$ cat config.mk
export PLATFORM = sky130hd
export DESIGN_NAME = pageWalker
export DESIGN_NICKNAME = d
export VERILOG_FILES = /design/src/rtl/walkPkg.sv /design/src/rtl/walkTlb.sv /design/src/rtl/walkDatapath.sv /design/src/rtl/walkCtrl.sv /design/src/rtl/pageWalker.sv
export SDC_FILE = /design/constraint.sdc
export NUM_CORES = 1
export LEC_CHECK = 0
export ABC_AREA = 1
export CAP_MARGIN = 40
export CORE_ASPECT_RATIO = 1.1
export CORE_MARGIN = 4
export CORE_UTILIZATION = 35
export DETAILED_ROUTE_END_ITERATION = 8
export GPL_ROUTABILITY_DRIVEN = 1
export PLACE_DENSITY_LB_ADDON = 0.15
export SYNTH_ARGS = -nofsm -noshare
export SYNTH_HDL_FRONTEND = slang
export SYNTH_SLANG_ARGS = --single-unit
$ cat constraint.sdc
create_clock -name clk -period 5.05 [get_ports clk]
set_clock_uncertainty 0.05 [all_clocks]
set_input_delay 1.01 -clock clk [delete_from_list [all_inputs] [get_ports clk]]
set_output_delay 1.01 -clock clk [all_outputs]
set_load 0.02 [all_outputs]
$ cat src/rtl/walkPkg.sv
package walkPkg;
  localparam int ADDR_W = 32;
  localparam int OFF_W = 12;
  localparam int IDX_W = 10;
  localparam int VPN_W = ADDR_W - OFF_W;
  localparam int PFN_W = ADDR_W - OFF_W;
  localparam int ENTRY_BYTES_LOG2 = 2;
  localparam int BIT_PRESENT = 0;
  localparam int BIT_WRITABLE = 1;

  typedef enum logic [1:0] {ST_IDLE, ST_CHECK, ST_WAIT_TOP, ST_WAIT_LEAF} walkState_t;
  typedef enum logic [1:0] {RES_OK, RES_PAGE, RES_PERM} resKind_t;

  typedef struct packed {
    logic capture;
    logic issue;
    logic issueLeaf;
    logic respLoad;
    resKind_t respKind;
    logic fromCache;
    logic fill;
  } walkStrobe_t;

  typedef struct packed {
    logic hit;
    logic hitWritable;
    logic isWrite;
    logic entryPresent;
    logic entryWritable;
  } walkStatus_t;
endpackage

$ cat src/rtl/walkTlb.sv
module walkTlb
  import walkPkg::*;
#(
  parameter int ENTRIES = 8
) (
  input  logic             clk,
  input  logic             rstN,
  input  logic [VPN_W-1:0] lookupVpn,
  output logic             hit,
  output logic [PFN_W-1:0] hitPfn,
  output logic             hitWritable,
  input  logic             flush,
  input  logic             fill,
  input  logic [VPN_W-1:0] fillVpn,
  input  logic [PFN_W-1:0] fillPfn,
  input  logic             fillWritable
);
  localparam int PTR_W = (ENTRIES > 1) ? $clog2(ENTRIES) : 1;
  localparam logic [PTR_W-1:0] LAST_SLOT = PTR_W'(ENTRIES - 1);

  logic [ENTRIES-1:0] slotValid;
  logic [ENTRIES-1:0] slotWritable;
  logic [VPN_W-1:0]   slotVpn [ENTRIES];
  logic [PFN_W-1:0]   slotPfn [ENTRIES];
  logic [ENTRIES-1:0] slotMatch;
  logic [PTR_W-1:0]   victimPtr;

  for (genvar g = 0; g < ENTRIES; g++) begin : gMatch
    assign slotMatch[g] = slotValid[g] && (slotVpn[g] == lookupVpn);
  end

  always_comb begin
    hit = |slotMatch;
    hitPfn = '0;
    hitWritable = 1'b0;
    for (int i = 0; i < ENTRIES; i++) begin
      if (slotMatch[i]) begin
        hitPfn = hitPfn | slotPfn[i];
        hitWritable = hitWritable | slotWritable[i];
      end
    end
  end

  always_ff @(posedge clk) begin
    if (!rstN) begin
      slotValid <= '0;
      victimPtr <= '0;
    end else if (flush) begin
      slotValid <= '0;
    end else if (fill) begin
      slotValid[victimPtr] <= 1'b1;
      victimPtr <= (victimPtr == LAST_SLOT) ? '0 : victimPtr + 1'b1;
    end
  end

  always_ff @(posedge clk) begin
    if (fill && !flush) begin
      slotVpn[victimPtr] <= fillVpn;
      slotPfn[victimPtr] <= fillPfn;
      slotWritable[victimPtr] <= fillWritable;
    end
  end
endmodule

$ cat src/rtl/walkDatapath.sv
module walkDatapath
  import walkPkg::*;
#(
  parameter int CACHE_ENTRIES = 8
) (
  input  logic              clk,
  input  logic              rstN,
  input  walkStrobe_t       strobe,
  output walkStatus_t       status,
  input  logic [ADDR_W-1:0] reqVaddr,
  input  logic              reqWrite,
  input  logic [ADDR_W-1:0] rootBase,
  input  logic              flush,
  output logic              memReqValid,
  output logic [ADDR_W-1:0] memReqAddr,
  input  logic [ADDR_W-1:0] memRespData,
  output logic              rspValid,
  output logic [ADDR_W-1:0] rspPaddr,
  output logic              rspPageFault,
  output logic              rspPermFault
);
  localparam int PAD_W = ADDR_W - IDX_W - ENTRY_BYTES_LOG2;

  logic [ADDR_W-1:0] vaddrQ;
  logic              writeQ;
  logic [IDX_W-1:0]  topIdx;
  logic [IDX_W-1:0]  leafIdx;
  logic [ADDR_W-1:0] topAddr;
  logic [ADDR_W-1:0] leafAddr;
  logic [PFN_W-1:0]  respBase;
  logic              tlbHit;
  logic              tlbWritable;
  logic [PFN_W-1:0]  tlbPfn;

  assign topIdx   = vaddrQ[ADDR_W-1 -: IDX_W];
  assign leafIdx  = vaddrQ[OFF_W +: IDX_W];
  assign respBase = memRespData[ADDR_W-1:OFF_W];
  assign topAddr  = rootBase + {{PAD_W{1'b0}}, topIdx, {ENTRY_BYTES_LOG2{1'b0}}};
  assign leafAddr = {respBase, {OFF_W{1'b0}}} + {{PAD_W{1'b0}}, leafIdx, {ENTRY_BYTES_LOG2{1'b0}}};

  walkTlb #(.ENTRIES(CACHE_ENTRIES)) tlb (
    .clk          (clk),
    .rstN         (rstN),
    .lookupVpn    (vaddrQ[ADDR_W-1:OFF_W]),
    .hit          (tlbHit),
    .hitPfn       (tlbPfn),
    .hitWritable  (tlbWritable),
    .flush        (flush),
    .fill         (strobe.fill),
    .fillVpn      (vaddrQ[ADDR_W-1:OFF_W]),
    .fillPfn      (respBase),
    .fillWritable (memRespData[BIT_WRITABLE])
  );

  assign status.hit           = tlbHit;
  assign status.hitWritable   = tlbWritable;
  assign status.isWrite       = writeQ;
  assign status.entryPresent  = memRespData[BIT_PRESENT];
  assign status.entryWritable = memRespData[BIT_WRITABLE];

  always_ff @(posedge clk) begin
    if (!rstN) begin
      vaddrQ       <= '0;
      writeQ       <= 1'b0;
      memReqValid  <= 1'b0;
      memReqAddr   <= '0;
      rspValid     <= 1'b0;
      rspPaddr     <= '0;
      rspPageFault <= 1'b0;
      rspPermFault <= 1'b0;
    end else begin
      memReqValid <= strobe.issue;
      rspValid    <= strobe.respLoad;
      if (strobe.capture) begin
        vaddrQ <= reqVaddr;
        writeQ <= reqWrite;
      end
      if (strobe.issue) begin
        memReqAddr <= strobe.issueLeaf ? leafAddr : topAddr;
      end
      if (strobe.respLoad) begin
        unique case (strobe.respKind)
          RES_OK: begin
            rspPaddr     <= {(strobe.fromCache ? tlbPfn : respBase), vaddrQ[OFF_W-1:0]};
            rspPageFault <= 1'b0;
            rspPermFault <= 1'b0;
          end
          RES_PERM: begin
            rspPaddr     <= '0;
            rspPageFault <= 1'b0;
            rspPermFault <= 1'b1;
          end
          default: begin
            rspPaddr     <= '0;
            rspPageFault <= 1'b1;
            rspPermFault <= 1'b0;
          end
        endcase
      end
    end
  end
endmodule

$ cat src/rtl/walkCtrl.sv
module walkCtrl
  import walkPkg::*;
(
  input  logic        clk,
  input  logic        rstN,
  input  logic        reqValid,
  output logic        reqReady,
  input  logic        memRespValid,
  input  walkStatus_t status,
  output walkStrobe_t strobe
);
  walkState_t state;
  walkState_t stateNext;

  assign reqReady = (state == ST_IDLE);

  always_comb begin
    strobe = '0;
    stateNext = state;
    unique case (state)
      ST_IDLE: begin
        if (reqValid) begin
          strobe.capture = 1'b1;
          stateNext = ST_CHECK;
        end
      end
      ST_CHECK: begin
        if (status.hit) begin
          strobe.respLoad = 1'b1;
          strobe.fromCache = 1'b1;
          strobe.respKind = (status.isWrite && !status.hitWritable) ? RES_PERM : RES_OK;
          stateNext = ST_IDLE;
        end else begin
          strobe.issue = 1'b1;
          stateNext = ST_WAIT_TOP;
        end
      end
      ST_WAIT_TOP: begin
        if (memRespValid) begin
          if (!status.entryPresent) begin
            strobe.respLoad = 1'b1;
            strobe.respKind = RES_PAGE;
            stateNext = ST_IDLE;
          end else begin
            strobe.issue = 1'b1;
            strobe.issueLeaf = 1'b1;
            stateNext = ST_WAIT_LEAF;
          end
        end
      end
      default: begin
        if (memRespValid) begin
          strobe.respLoad = 1'b1;
          stateNext = ST_IDLE;
          if (!status.entryPresent) begin
            strobe.respKind = RES_PAGE;
          end else begin
            strobe.fill = 1'b1;
            strobe.respKind = (status.isWrite && !status.entryWritable) ? RES_PERM : RES_OK;
          end
        end
      end
    endcase
  end

  always_ff @(posedge clk) begin
    if (!rstN) state <= ST_IDLE;
    else state <= stateNext;
  end
endmodule

$ cat src/rtl/pageWalker.sv
module pageWalker
  import walkPkg::*;
#(
  parameter int CACHE_ENTRIES = 8
) (
  input  logic        clk,
  input  logic        rstN,
  input  logic        reqValid,
  output logic        reqReady,
  input  logic [31:0] reqVaddr,
  input  logic        reqWrite,
  input  logic [31:0] rootBase,
  input  logic        flush,
  output logic        memReqValid,
  output logic [31:0] memReqAddr,
  input  logic        memRespValid,
  input  logic [31:0] memRespData,
  output logic        rspValid,
  output logic [31:0] rspPaddr,
  output logic        rspPageFault,
  output logic        rspPermFault
);
  walkStrobe_t strobe;
  walkStatus_t status;

  walkCtrl ctrl (
    .clk          (clk),
    .rstN         (rstN),
    .reqValid     (reqValid),
    .reqReady     (reqReady),
    .memRespValid (memRespValid),
    .status       (status),
    .strobe       (strobe)
  );

  walkDatapath #(.CACHE_ENTRIES(CACHE_ENTRIES)) dp (
    .clk          (clk),
    .rstN         (rstN),
    .strobe       (strobe),
    .status       (status),
    .reqVaddr     (reqVaddr),
    .reqWrite     (reqWrite),
    .rootBase     (rootBase),
    .flush        (flush),
    .memReqValid  (memReqValid),
    .memReqAddr   (memReqAddr),
    .memRespData  (memRespData),
    .rspValid     (rspValid),
    .rspPaddr     (rspPaddr),
    .rspPageFault (rspPageFault),
    .rspPermFault (rspPermFault)
  );
endmodule

==> flow_metrics.py, run 1 <==
metrics = {
    "outcome": {
        "status": "completed",
    },
    "setup_path": {
        "rr_endpoint": "dp.memReqAddr[29]",
        "crit_path_end_kind": "register",
        "r2r-start": "dp.vaddrQ[14]",
        "cp_max_fo": 31,
        "reg2reg_depth": 15,
        "crit_required_ps": 5420,
        "critical_path_arrival_ps": 4310,
        "path_cells": "inv_2, nand2_1, nand2_1, nor2_1, nand2_1, nor2_1, nand3_1, nand2_1, nor2_2, nand3_1, nand2_1, nand2_2, inv_2, o211ai_1, a21oi_1",
        "crit_top_cell": "nand2_1",
        "slowest_stage": "dfxtp_1",
        "critical_path_class": "register to register",
        "reg2reg_slack_ps": 1110,
        "cp-start-kind": "register",
        "cpPeakStageDelay_ps": 860,
    },
    "layout": {
        "syn_to_final_growth_pct": 21.10,
        "drive_gt1_share_pct": 10.36,
        "nNetsFinal": 2447,
        "multi_input_area_um2": 6758,
        "seq_area_um2": 12130,
        "fin_cells": 3119,
        "n_fill_cell": 5537,
    },
    "synthesis": {
        "synth_top_cells_by_area": "edfxtp_1 49%, dfxtp_1 11%, nand2_1 11%",
        "synth_top_area_share_pct": 48.84,
        "synth_area_per_cell_um2": 9.397,
        "synth_warnings": 0,
        "synth_edf_count": 328,
        "async_flop_share_pct": 0,
        "syn_inst": 2146,
        "ys_types": 41,
        "ys_seq_area_share_pct": 60.16,
        "synthFlopType": "edfxtp_1",
        "synth_nets": 2266,
        "synthesis.area_um2": 20170,
        "synth_top_cell_by_area": "edfxtp_1",
        "ys_seq_elements": 442,
    },
    "clock_network": {
        "holdBufCountCts": 0,
        "cts_resized": 0,
        "tritoncts": "built",
        "cts_max_level": 2,
        "root_buffer": "clkbuf_16",
        "clk_pin_slew_ps": 60,
        "cts_buffers": 47,
        "cts_max_path_buffers": 3,
        "clock_sinks": 442,
        "clock_latency_ps": 570,
        "cts_setup_buffers": 0,
    },
    "drt": {
        "finalWirelength_um": 64750,
        "dr.pass1.iters": 5,
        "num_vias": 15290,
        "drtIter0Drc": 986,
        "post_drt_wl_per_cell_um": 20.76,
        "drc": 0,
        "via_per_inst": 4.903,
        "drtAntennaViolNets": 0,
    },
    "global_routing": {
        "grt_pass1_vias": 15040,
        "grt_overflow_total": 0,
        "grt.total_usage_pct": 20.59,
        "grt_antenna_before_repair": 4,
        "grt_pass1_wl_um": 96010,
        "grt_max_degree": 51,
    },
    "pwr": {
        "power_density_nw_per_um2": 400.8,
        "vdd_drop_max_mv": 0.2456,
        "p_leak_nw": 9.550,
        "power.total_mw": 9.788,
    },
    "die": {
        "ios": 171,
        "dieArea_um2": 61530,
        "chipWidth_um": 236.9,
        "start_util_pct": 35.25,
        "core_um2": 57210,
        "die_y_um": 259.8,
        "rows": 92,
    },
    "sta": {
        "rsz0062_at_grt": "no",
        "timing.fmax_ghz": 0.2535,
        "setup_slack_ps": 1106,
        "finalSetupViolCount": 0,
        "worstMarginPinSlew_ps": 838.9,
        "hold_viol_final": 0,
        "relSlewSlack_pct": 44.00,
        "min_period_ps": 3944,
        "setup_tns_ps": 0,
        "finalMaxSlewViolations": 0,
        "min_period_over_period_pct": 78.11,
    },
    "hold_path": {
        "min-delay-start": "dp.rspPaddr[0]",
        "whs_endpoint": "dp.rspPaddr[0]",
        "hold_path_depth": 2,
        "min_path_type": "register to register",
    },
    "placement": {
        "io_buffer_count": 160,
        "dp_worst_setup_slack_ps": 905.3,
        "dp.cells": 3030,
        "place_hpwl_um": 43830,
        "gp_congestion": 0.8891,
    },
    "job": {
        "max-cap-violations": 0,
    },
}
-- layout by cell type, fill, tap and decap left out, drive strengths merged, types with 4 or more instances in the layout --
| cell | synthesis | routed |
|---|---|---|
| xor2 | 11 | 11 |
| inv | 232 | 237 |
| xnor2 | 19 | 19 |
| o21ai | 208 | 208 |
| clkinv | 4 | 11 |
| clkbuf | 33 | 71 |
| nand3 | 72 | 72 |
| nand4 | 57 | 57 |
| clkdlybuf4s50 | 0 | 159 |
| nor2 | 234 | 234 |
| dfxtp | 114 | 114 |
| a21oi | 111 | 111 |
| ha | 17 | 17 |
| nand2 | 608 | 608 |
| edfxtp | 328 | 328 |
| buf | 47 | 53 |
| nor3 | 14 | 14 |
| or2 | 10 | 10 |
| o211ai | 10 | 10 |
| nand3b | 4 | 4 |
-- metrics by stage --
stage	utilization, %	area [um^2]	hold WS [ps]
2_1_floorplan	-	20170	376.7
3_3_place_gp	39.71	22720	407.4
3_5_place_dp	39.97	22870	406.4
4_1_cts	42.68	24420	420.4
5_1_grt	42.68	24420	436.9
6_report	42.69	24420	419.2
-- synth_stat cells, types with 2 or more instances --
cell type and instances:
a21oi_1 81, a21oi_2 30, a31oi_1 2, buf_2 30
buf_4 6, buf_6 8, buf_8 3, clkbuf_1 33
clkinv_1 4, dfxtp_1 114, edfxtp_1 328, ha_1 17
inv_1 212, inv_2 20, nand2_1 602, nand2_2 3
nand2_4 3, nand3_1 39, nand3_2 33, nand3b_1 4
nand4_1 57, nor2_1 217, nor2_2 9, nor2_4 6
nor2_8 2, nor3_1 14, nor4_1 3, o211ai_1 10
o21ai_0 174, o21ai_1 34, o22ai_1 3, or2_0 2
or2_2 7, xnor2_1 19, xor2_1 11
-- state kept, by name (all words and copies together), names as in the netlist, 3 cells and up --
name and count:
dp.tlb.slotVpn 160, dp.rspPaddr 32, dp.tlb.slotWritable 8, dp.tlb.slotPfn 160, dp.tlb.victimPtr 3, dp.memReqAddr 32, dp.vaddrQ 32, dp.tlb.slotValid 8
-- layer usage --
layer / wire length (um) / up-vias / GRT usage, %
met5: 25 / - / 0
li1: - / 7484 / -
met4: 1535 / 4 / 5.272
met1: 28620 / 7310 / 28.04
met3: 4088 / 81 / 3.892
met2: 30470 / 415 / 34.01
-- worst max-delay path: cells and delay by family (launching register included) --
| kind | cells | cell delay [ps] |
|---|---|---|
| and+or+nand+nor | 11 | 1860 |
| DFF | 1 | 860 |
| buffers and inverters | 2 | 690 |
| AOI/OAI and AO/OA | 2 | 300 |
-- final cells by class --
| cell class | count | share of cell area, % |
|---|---|---|
| flip-flops and latches | 442 | 49.67 |
| well taps | 752 | 3.853 |
| multi-input cells | 1388 | 27.67 |
| inverters | 236 | 3.627 |
| diodes | 2 | 0.02049 |
| repair buffers | 212 | 8.802 |
| clock buffers | 71 | 5.641 |
| clock inverters | 16 | 0.7121 |
-- power by group --
group          total [mW]  internal, mW  leakage (nW)  switching (mW)
sequential           4.30          4.14          3.90           0.155
combinational        2.00         0.661          4.89            1.34
clock                3.49          2.04         0.757            1.45
total                9.79          6.84          9.55            2.94
-- worst max-delay path by stage --
stage / endpoint / slack, ps / start / cells past startpoint
floorplan: dp.tlb.slotPfn[0][0] / 350 / memRespValid / 4
global route: dp.memReqAddr[24] / 790 / dp.vaddrQ[14] / 15
global placement: dp.memReqAddr[24] / 850 / rootBase[2] / 16
CTS: dp.memReqAddr[31] / 1030 / dp.vaddrQ[14] / 15
detailed placement: dp.memReqAddr[24] / 910 / rootBase[2] / 16
finish: dp.memReqAddr[29] / 1110 / dp.vaddrQ[14] / 15
-- cells by family (layout without fill, tap and decap cells) --
| group | count (synthesis) | after routing | synth area share [%] |
|---|---|---|---|
| other | 0 | 2 | 0 |
| AND/OR/NAND/NOR | 1002 | 1002 | 21.59 |
| XOR/XNOR | 30 | 30 | 1.303 |
| buffers and inverters | 316 | 535 | 6.645 |
| adder cells (fa/ha/maj) | 18 | 18 | 1.154 |
| AO/OA/AOI/OAI | 338 | 338 | 9.151 |
| flip-flops | 442 | 442 | 60.16 |
Power figures use the tool's default switching activity.
==> inputs of run 2 (changes only) <==
clock period = 3.5 ns   (was 5.05 ns; I/O delays follow)
==> flow_metrics.py, run 2 (synthesis gave the netlist of run 1 again) <==
metrics = {
    "outcome": {
        "status": "completed",
    },
    "global_routing": {
        "grt_pass1_wl_um": 95920,
        "grt_overflow_total": 0,
        "grt.total_usage_pct": 20.60,
        "grt_pass1_vias": 15210,
        "grt_max_degree": 57,
        "grt_antenna_before_repair": 6,
    },
    "drt": {
        "drc": 0,
        "drtAntennaViolNets": 0,
        "dr.pass1.iters": 5,
        "via_per_inst": 4.917,
        "drtIter0Drc": 1160,
        "num_vias": 15470,
        "finalWirelength_um": 64540,
        "post_drt_wl_per_cell_um": 20.51,
    },
    "setup_path": {
        "cp_max_fo": 23,
        "critical_path_arrival_ps": 3560,
        "critical_path_class": "register to register",
        "crit_path_end_kind": "register",
        "cp-start-kind": "register",
        "crit_required_ps": 3970,
        "reg2reg_slack_ps": 410,
    },
    "pwr": {
        "p_sw_mw": 4.274,
        "vdd_drop_max_mv": 0.3484,
        "p_clk_share_pct": 35.0,
        "power_density_nw_per_um2": 574.3,
        "p_int_mw": 9.837,
        "switching_share_pct": 30.29,
        "p_comb_share_pct": 21.2,
        "p_leak_nw": 9.675,
        "power_frac_seq_pct": 43.8,
    },
    "sta": {
        "rsz0062_at_grt": "no",
        "min_period_over_period_pct": 88.28,
        "finalMaxSlewViolations": 0,
        "relSlewSlack_pct": 53.09,
        "min_period_ps": 3090,
        "setup_slack_ps": 410.3,
        "hold_viol_final": 0,
        "worstMarginPinSlew_ps": 701.5,
        "timing.fmax_ghz": 0.3237,
        "finalSetupViolCount": 0,
    },
    "layout": {
        "final_area_um2": 24570,
        "n_fill_cell": 5549,
        "nNetsFinal": 2475,
        "final_cell_mix": "601 x nand2_1, 328 x edfxtp_1, 212 x inv_1",
        "drive_gt1_share_pct": 11.45,
        "fin_cells": 3146,
        "layout_commonest_cell": "nand2_1",
        "reg.largest.list": "dp.tlb.slotPfn x160, dp.tlb.slotVpn x160",
        "syn_to_final_growth_pct": 21.85,
    },
    "die": {
        "core_um2": 57210,
        "die_y_um": 259.8,
        "dieArea_um2": 61530,
        "ios": 171,
        "rows": 92,
        "start_util_pct": 35.25,
        "chipWidth_um": 236.9,
    },
    "hold_path": {
        "min_path_type": "register to register",
    },
    "clock_network": {
        "cts_max_path_buffers": 3,
        "root_buffer": "clkbuf_16",
        "clock_sinks": 442,
        "cts_max_level": 2,
        "clk_pin_slew_ps": 60,
        "cts_setup_buffers": 0,
        "clock_latency_ps": 590,
        "holdBufCountCts": 0,
        "cts_resized": 0,
        "tritoncts": "built",
        "cts_buffers": 46,
    },
    "placement": {
        "dp.cells": 3059,
        "placed_cell_area_um2": 23070,
        "dp_worst_setup_slack_ps": 145.2,
        "place_hpwl_um": 44380,
        "gp_congestion": 0.8723,
        "io_buffer_count": 160,
    },
    "job": {
        "max-cap-violations": 0,
    },
}
[run 2: cell types whose count changed in the layout (fill, tap and decap cells not counted), moves of 2 or more]
cell,before,now
buf_4,41,69
buf_12,6,12
clkinv_2,3,8
buf_16,4,0
clkbuf_8,9,5
clkbuf_16,48,46
[run 2: through the flow]
| stage | total power, mW | hold slack [ps] | setup TNS [ps] | util (%) |
|---|---|---|---|---|
| floorplan | 7.899 | 376.7 | -73230 | - |
| global placement | 9.286 | 400.0 | 0 | 40.33 |
| detailed placement | 9.304 | 402.5 | 0 | 40.33 |
| CTS | 14.26 | 415.3 | 0 | 42.95 |
| global route | 14.74 | 434.4 | 0 | 42.95 |
| finish | 14.11 | 411.3 | 0 | 42.95 |
[run 2: final cells by class]
type	count	area (um^2)	area share, %
diodes	1	2.502	0.01018
clock buffers	65	1272	5.178
clock inverters	21	226.5	0.9216
inverters	236	885.9	3.605
multi-input cells	1388	6758	27.50
flip-flops and latches	442	12130	49.37
well taps	752	940.9	3.829
repair buffers	241	2355	9.582
[run 2: worst paths after layout]
| kind | startpoint | to | cells past startpoint |
|---|---|---|---|
| max | dp.vaddrQ[16] | dp.rspPaddr[13] | 16 |
| min | dp.tlb.slotValid[4] | dp.tlb.slotValid[4] | 2 |
| max reg2reg | dp.vaddrQ[16] | dp.rspPaddr[13] | 16 |
| min reg2reg | dp.tlb.slotValid[4] | dp.tlb.slotValid[4] | 2 |
[run 2: routing by layer]
metal	part of all wire (%)	track usage, %
met2	46	32.94
met4	2.5	5.596
met5	0.051	0
met1	45	28.81
met3	6.5	3.998
[run 2: critical path: stages, from the launching register on]
cell and delay (ps):
dfxtp_1 610, inv_2 220, nand2_1 110, nand2_1 50, nor2_1 90, nand2_1 50
nor2_1 310, nand3_1 190, nand2_1 160, nor2_2 70, nand2_4 60, nand2_4 140
inv_1 450, nand2_1 140, nand2_1 100, nand3_2 80, a21oi_2 130
[run 2: power by group through the flow]
stage / clock [mW] / sequential [mW] / combinational, mW
6_report: 4.93 / 6.18 / 3.00
5_1_grt: 5.24 / 6.21 / 3.29
4_1_cts: 5.05 / 6.18 / 3.03
3_5_place_dp: 0 / 6.29 / 3.02
3_3_place_gp: 0 / 6.28 / 3.00
2_1_floorplan: 0 / 6.43 / 1.47
